===== src/rtl/smbus_ara_responder.sv =====
module smbus_ara_responder #(
  parameter int ADDR_W = 7,
  parameter logic [ADDR_W-1:0] DEV_ADDR = 7'h4C,
  parameter logic [ADDR_W-1:0] ARA_ADDR = 7'h0C
) (
  input  logic clk,
  input  logic rst_n,
  input  logic scl,
  input  logic sda,
  input  logic bus_start,
  input  logic bus_stop,
  input  logic alert_active,
  output logic sda_pull,
  output logic serviced
);
  localparam int BYTE_W = ADDR_W + 1;
  localparam int CW = $clog2(BYTE_W);
  localparam logic [CW-1:0] LAST = CW'(BYTE_W - 1);

  typedef enum logic [2:0] {S_IDLE, S_ADDR, S_ACKW, S_ACK, S_TX, S_MACK, S_DONE, S_IGN} st_t;

  st_t st;
  logic scl_q;
  logic armed;
  logic [BYTE_W-1:0] sh;
  logic [CW-1:0] cnt;

  wire rise = scl & ~scl_q;
  wire fall = ~scl & scl_q;
  wire [BYTE_W-1:0] addr_in = {sh[BYTE_W-2:0], sda};
  wire hit = (addr_in == {ARA_ADDR, 1'b1}) && alert_active && armed;

  assign sda_pull = (st == S_ACK) || (st == S_TX && !sh[BYTE_W-1]);

  always_ff @(posedge clk or negedge rst_n) begin
    if (!rst_n) begin
      st <= S_IDLE;
      scl_q <= 1'b1;
      armed <= 1'b1;
      sh <= '0;
      cnt <= '0;
      serviced <= 1'b0;
    end else begin
      scl_q <= scl;
      serviced <= 1'b0;
      if (!alert_active) armed <= 1'b1;
      if (bus_stop) begin
        if (st == S_DONE) begin
          serviced <= 1'b1;
          armed <= 1'b0;
        end
        st <= S_IDLE;
      end else if (bus_start) begin
        st <= S_ADDR;
        cnt <= '0;
        sh <= '0;
      end else begin
        case (st)
          S_ADDR: if (rise) begin
            sh <= addr_in;
            if (cnt == LAST) st <= hit ? S_ACKW : S_IGN;
            else cnt <= cnt + 1'b1;
          end
          S_ACKW: if (fall) st <= S_ACK;
          S_ACK: if (fall) begin
            st <= S_TX;
            sh <= {DEV_ADDR, 1'b0};
            cnt <= '0;
          end
          S_TX: begin
            if (rise && sh[BYTE_W-1] && !sda) st <= S_IGN;
            else if (fall) begin
              if (cnt == LAST) st <= S_MACK;
              else begin
                sh <= {sh[BYTE_W-2:0], 1'b0};
                cnt <= cnt + 1'b1;
              end
            end
          end
          S_MACK: if (rise) st <= S_DONE;
          default: ;
        endcase
      end
    end
  end
endmodule



===== config.mk =====
export PLATFORM = sky130hd
export DESIGN_NAME = smbus_ara_responder
export DESIGN_NICKNAME = d
export VERILOG_FILES = /design/src/rtl/smbus_ara_responder.sv
export SDC_FILE = /design/constraint.sdc
export NUM_CORES = 1
export LEC_CHECK = 0
export CORE_ASPECT_RATIO = 1.1
export CORE_MARGIN = 4
export CORE_UTILIZATION = 56
export CTS_CLUSTER_DIAMETER = 30
export DETAILED_ROUTE_END_ITERATION = 10
export PLACE_DENSITY = 0.77
export SYNTH_ARGS = -nofsm -noshare
export SYNTH_HDL_FRONTEND = slang
export SYNTH_SLANG_ARGS = --single-unit

===== constraint.sdc =====
create_clock -name clk -period 2.6 [get_ports clk]
set_clock_uncertainty 0.2 [all_clocks]
set_input_delay 0.26 -clock clk [delete_from_list [all_inputs] [get_ports clk]]
set_output_delay 0.26 -clock clk [all_outputs]
set_load 0.02 [all_outputs]

==> results of run 1 <==
metrics by stage:
step,cells,hold WS (ps)
floorplan,107,-236
global placement,140,257
detailed placement,140,267
CTS,144,226
global route,144,250
finish,144,213
cell usage in the layout, fill, tap and decap left out, types with 2 or more instances in the layout:
| cell | netlist | routed |
|---|---|---|
| clkdlybuf4s50_1 | 0 | 8 |
| clkinv_2 | 1 | 2 |
| mux2_4 | 7 | 7 |
| ha_1 | 3 | 3 |
| nand2_1 | 8 | 8 |
| dfstp_2 | 2 | 2 |
| o21ai_0 | 2 | 2 |
| a21oi_1 | 4 | 4 |
| mux2i_1 | 7 | 7 |
| clkbuf_4 | 0 | 3 |
| a211oi_1 | 2 | 2 |
| dfrtp_1 | 15 | 15 |
| a21oi_2 | 2 | 2 |
| inv_1 | 7 | 7 |
| nor3_1 | 7 | 7 |
| nor2_1 | 11 | 11 |
| buf_4 | 0 | 3 |
worst max path at each step:
stage | slack (ps) | depth (start not counted) | end | startpoint
2_1_floorplan | 610 | 5 | sh[0] | scl_q
3_3_place_gp | 220 | 6 | sh[3] | scl
3_5_place_dp | 150 | 6 | sh[0] | scl
4_1_cts | 170 | 3 | sda_pull | st[2]
5_1_grt | 20 | 3 | sda_pull | st[2]
6_report | 160 | 3 | sda_pull | st[2]
final cells by class:
| class | instances | area (sq um) |
|---|---|---|
| well taps | 27 | 33.8 |
| repair buffers | 11 | 103 |
| multi-input cells | 75 | 589 |
| fillers | 127 | 586 |
| clock buffers | 3 | 22.5 |
| clock inverters | 1 | 5.00 |
| inverters | 10 | 55.1 |
| flip-flops and latches | 17 | 428 |
kinds of logic (layout without fill, tap and decap cells):
| logic type | after synthesis | count (layout) | share of synthesized area, % |
|---|---|---|---|
| simple gates | 40 | 40 | 20.5 |
| mux | 14 | 14 | 15.8 |
| buf+inv | 15 | 25 | 8.24 |
| xor+xnor | 1 | 1 | 0.790 |
| fa+ha+maj | 3 | 3 | 3.39 |
| compound gates | 17 | 17 | 12.6 |
| flops | 17 | 17 | 38.6 |
routing by layer:
layer | vias to the layer above | wire (um) | GRT usage [%]
met5 | - | 0 | 0
met4 | 0 | 43 | 11.2
met3 | 6 | 69 | 4.09
met2 | 10 | 1110 | 32.4
met1 | 405 | 1040 | 23.4
li1 | 400 | - | -
flip-flops by register name, indices dropped and copies added, names as in the netlist:
name	flops
serviced	1
cnt	3
armed	1
scl_q	1
st	3
sh	8
power by group:
group	switching [mW]	leakage, nW	internal (mW)
Sequential	0.102	0.222	0.345
Clock	0.0829	0.0177	0.0572
Combinational	0.240	0.313	0.259
worst reg2reg max path: stages, from the launching register on:
cell and delay (ps):
dfrtp_1 560, bufinv_8 270, a21oi_2 40, or4_4 500, o311ai_4 190, mux2_4 360
==> results.txt, run 1 <==
- The number of antenna diodes in the final layout is 0.
* Crit-path cells: nand3_2 > o21bai_1 > clkdlybuf4s50_1
- Fraction of the cycle the final worst path needs: 93.8%
* Total power after layout: 1.09 mW
* DRC viols: 0
- dfrtp_1 takes more of the synthesized area than any other cell.
* Die Footprint: 2760 sq um
* Placer's final routability congestion estimate: 0.842
- In this run the number of H-tree levels came out at 1.
- Minimum setup slack among reg-to-reg paths: 370 ps
- Clock tree synthesis inserted a total of 3 buffers.
* Clock Sink Count: 17
- Final setup viols: 0
* Synth area leaders: dfrtp_1 34%, mux2_4 9.5%, mux2i_1 6.3%
- Fraction of layout cells with a size suffix above 1: 23.9%
* Die Span Y: 54.7 um
- Category of the worst setup path launch point: flip-flop
- Avg Cell Area, Syn: 10.4 sq um
- After detailed routing, the number of vias per cell comes to 5.70.
- The largest single stage delay on the critical path is 640 ps.
* Final Hold Violating Endpoints: 0
- Fin Setup TNS: 0 ps
* Sequential area share after synthesis: 38.6%
* Clock buffer depth: 2
- First-pass GRT wire length: 3880 um
* Signal arrival time at the worst endpoint: 1980 ps
* Total power density per cell area: 879 nW/um^2
- Via count of the first global-routing pass: 837
* Clock input transition at the sequential cells of the worst setup and hold paths: 100 ps
* Reg2reg path depth: 5
- In this run the biggest area consumer among cell types represents 33.9% of the synthesized area.
- IO Port Bufs: 8
- Core footprint: 1820 sq um
- Based on the critical path, the design can be clocked at up to 410 MHz.
- The floorplan has 16 rows.
- The die is 50.4 um wide.
- The tree is rooted in a clkbuf_4.
- Max transition margin: 48.4%
- The count of pins over their slew limit came to 0.
- Remaining global-route overflow: 0
- CTS tree: built
* Net total in the final layout: 128
- In this run the critical register-to-register path is captured at sh[0].
- Largest net degree at the start of global routing: 18
- CP endpoint kind: output port
* Biggest fanout along the worst timing path: 12
* Effective utilization at floorplan: 60.9%
- In this run the count of I/O pins placed on the die edge is 9.
* Async set or reset register ratio after synthesis: 100%
- Antenna viol nets, final: 0
- Quantity of hold-fixing buffers added after cts: 0
- From synthesis to final layout, the design area changed by 11.5%.
* Worst IR Drop VDD: 0.000521 V
* Routed WL per cell: 15.7 um
* Worst slew pin tran: 771 ps
- In the synthesized netlist the dominant register cell turns out to be dfrtp_1.
* Via count: 821
* Max capacitance violation total: 0
- Setup repair after global routing left no endpoint under its margin.
- Library cell with the highest instance count after synthesis: dfrtp_1
- In this run the cell area measured after placement is 1210 sq um.
- Origin of the critical flop-to-flop path: st[2]
- Tot GR Track Use: 19.4%
* Post-CTS Setup Inserts: 0
* Minimum clock period after layout: 2440 ps
- Dpl hpwl: 1710 um
- Post-Place Setup Slack: 150 ps
- Number of flops mapped to enable cells by yosys: 0
- Kind of cell with the highest combined delay on the critical path: flip-flops
- Number of optimization iterations in the first detailed-route pass: 4
- Class of the tightest hold or removal check: in2async
- Data required, critical path: 2140 ps
- CTS-repair resized insts: 0
* Worst-skew pair later-pin latency: 290 ps
- Lkg Pwr: 0.553 nW
* Number of antenna violations at the first check in global routing: 0
- Status: complete, no violations
- Utilization after layout: 67.9%
- For this run, the number of Yosys warnings is 0.
- Final std cell area, no fill: 1240 sq um
- The number of different library cells used by synthesis comes to 41.
- Drt initial violations: 10
- Total wirelength of the detailed-routed design: 2260 um
- Together, buffers and inverters on the worst path number 1.
- Slowest cell on the critical path: dfrtp_1
- Leading cell types by count after synthesis: 15 x dfrtp_1, 11 x nor2_1, 8 x nand2_1
* Final setup slack of the worst path: 162 ps
* Netlist area before placement: 1110 sq um
- Post-Syn Nets: 117
- Synthesis produced 107 cells.
- The worst setup path is of the reg2out kind.
- Flip-flop and latch count after synthesis: 17
No activity file was read; power rests on OpenSTA's default activity.
==> run 2, diff against run 1 <==
CORE_UTILIZATION = 45   (was 56)
PLACE_DENSITY = 0.64   (was 0.77)
==> run 2 against run 1 <==
Compared with the run above: global-route usage decreased by 4.5 points; critical path depth unchanged; register-to-register slack about the same; largest cell class unchanged.
==> results.txt, run 2 (synthesis results as in run 1) <==
- The via count of the first global-routing pass is 787.
* Logic pwr share: 45.3%
- The net count of the finished layout is 128.
- After the first detailed-routing iteration, the DRC count stood at 9.
- Detailed routing inserted a total of 810 vias.
- CTS tree: built
- Remaining global-route overflow: 0
- STA puts the critical path data required time at 2140 ps.
- Number of flip-flops under the largest register name: 8
- Worst IR Drop VDD: 0.000483 V
* Signal arrival time at the worst endpoint: 1970 ps
- CTS built an H-tree with a depth of 1.
- The initial antenna violation count was 0.
- The flow ran to the end, and the final reports show no timing, DRC or antenna violations.
* RSZ-0062 raised after global routing: no
- The clock network accounts for 13.6% of the total power.
- Final setup slack of the worst path: 169 ps
* Diodes inserted: 0
* Clock buffer depth: 2
* Tot GR Track Use: 14.9%
* Crit-path cells: nand3_2 > o21bai_1 > clkdlybuf4s50_1
- The smallest clock period supported by the final layout is computed as 2430 ps.
- Adding up every negative setup slack in the final design gives 0 ps.
- Fraction of layout cells with a size suffix above 1: 23.1%
* Hold Worst Slack: 199 ps
- Of all nets on the critical path, the largest fanout is 12.
- Kind of cell with the highest combined delay on the critical path: flip-flops
- Worst slew pin tran: 770 ps
- Leaving out fill and tap cells, the most frequent cells in the layout are 15 x dfrtp_1, 11 x nor2_1, 8 x nand2_1, 8 x clkdlybuf4s50_1.
* Clock Sink Count: 17
- The largest registers in the layout are sh: 8 flops, cnt: 3 flops, st: 3 flops.
* Most common library cell in the layout ignoring fill and taps: dfrtp_1
* Pint: 664 uW
* Max-slew violation total from the final report: 0
- Measured along the y axis, the die boundary spans 60.1 um.
- Slowest cell on the critical path: dfrtp_1
- Compared with the post-synthesis result, the final layout area differs by 11.7%.
- Root Driver: clkbuf_4
- Clock input transition at the sequential cells of the worst setup and hold paths: 100 ps
- First-pass GRT wire length: 3850 um
* Register ranked first by flip-flop count: sh
- The core region is 2300 sq um.
- After detailed routing, the total wire length is 2120 um.
- The worst pin sits at a relative slew slack of 48.5%.
- The analysis attributes to net switching a power of 419 uW.
- Largest net degree at the start of global routing: 18
- Max capacitance violation total: 0
- Clock latency on the worst-skew pair, taken at its later pin, is 300 ps.
* Final setup viols: 0
* Lkg Pwr: 0.550 nW
- Site Rows: 18
- The count of nets left with antenna violations once routing finished came out at 0.
* Class of the tightest hold or removal check: in2async
- In this run the cell area measured after placement is 1210 sq um.
* Number of buffers inserted during clock tree synthesis: 3
* Die Footprint: 3320 sq um
* Buf/Inv on CP: 1
- Number of I/O pins: 9
* Number of inserted filler cells in the final layout: 223
- The worst setup path is launched from a flip-flop.
- Prior to clock tree synthesis, the placed netlist has a worst setup slack of 154 ps.
- Post-CTS repair changed the size of 0 cells.
* Switching power share of the total: 38.7%
* IO Port Bufs: 8
* Mean number of vias per cell: 5.51
* Dpl hpwl: 1610 um
- Dividing total power by cell area gives a power density of 874 nW/um^2.
- Once the clock tree was built, the setup fixing pass inserted 0 buffers.
* Stage delay of the slowest cell on the critical path: 640 ps
- For this run, design rule violations remaining after detail routing come to 0.
- Final Hold Violating Endpoints: 0
* Fraction of the cycle the final worst path needs: 93.5%
- The critical path is of the reg2out type.
- From left edge to right edge, the die measures 55.3 um.
* Placer's final routability congestion estimate: 0.794
- Quantity of hold-fixing buffers added after cts: 0
* Reg power frac: 41.1%
- Based on the critical path, the design can be clocked at up to 411 MHz.
- The worst setup path is captured at an output port.
- Routed WL per cell: 14.4 um
- The first detailed-routing pass took 4 iterations.
* Final std cell area, no fill: 1240 sq um
- Effective utilization at floorplan: 48.3%
-- run 2: cell types whose count changed in the layout (fill, tap and decap cells not counted), sizes merged --
cell,previous run,this run
clkinv,2,1
clkbuf,3,4
-- run 2: layout make-up --
| class | instances | area, sq um | area share [%] |
|---|---|---|---|
| tap | 30 | 37.5 | 3.03 |
| multi-input combinational | 75 | 589 | 47.6 |
| timing repair buffer | 11 | 103 | 8.28 |
| inverter | 10 | 55.1 | 4.44 |
| clock buffer | 4 | 26.3 | 2.12 |
| sequential | 17 | 428 | 34.5 |
-- run 2: worst paths after layout --
kind / slack (ps) / startpoint / cells past startpoint / end
worst max-delay path: 170 / st[2] / 3 / sda_pull
worst min-delay path: 200 / rst_n / 1 / st[1]
worst max register to register: 370 / st[2] / 5 / sh[4]
worst min register to register: 280 / armed / 2 / armed
max in group asynchronous: 1510 / rst_n / 1 / sh[2]
min in group clk: 260 / scl / 1 / scl_q
-- run 2: power by group through the flow --
stage	Sequential (mW)	Combinational (mW)	Clock, mW
after detailed placement	0.449	0.492	0
after global placement	0.448	0.481	0
after CTS	0.444	0.494	0.155
after global routing	0.459	0.554	0.164
after floorplan	0.389	0.457	0
final	0.445	0.491	0.147
-- run 2: metal layers --
layer	GRT usage, %	vias to the layer above	wire, um
met5	0	-	0
met4	4.86	0	33
met3	4.54	5	73
met2	24.5	10	1070
met1	18.9	393	942
li1	-	402	-
-- run 2: stage by stage --
step | cells | power, mW | utilization, %
6_report | 147 | 1.08 | 53.9
3_5_place_dp | 143 | 0.941 | 52.8
2_1_floorplan | 107 | 0.847 | -
3_3_place_gp | 143 | 0.929 | 52.8
5_1_grt | 147 | 1.18 | 53.9
4_1_cts | 147 | 1.09 | 53.9
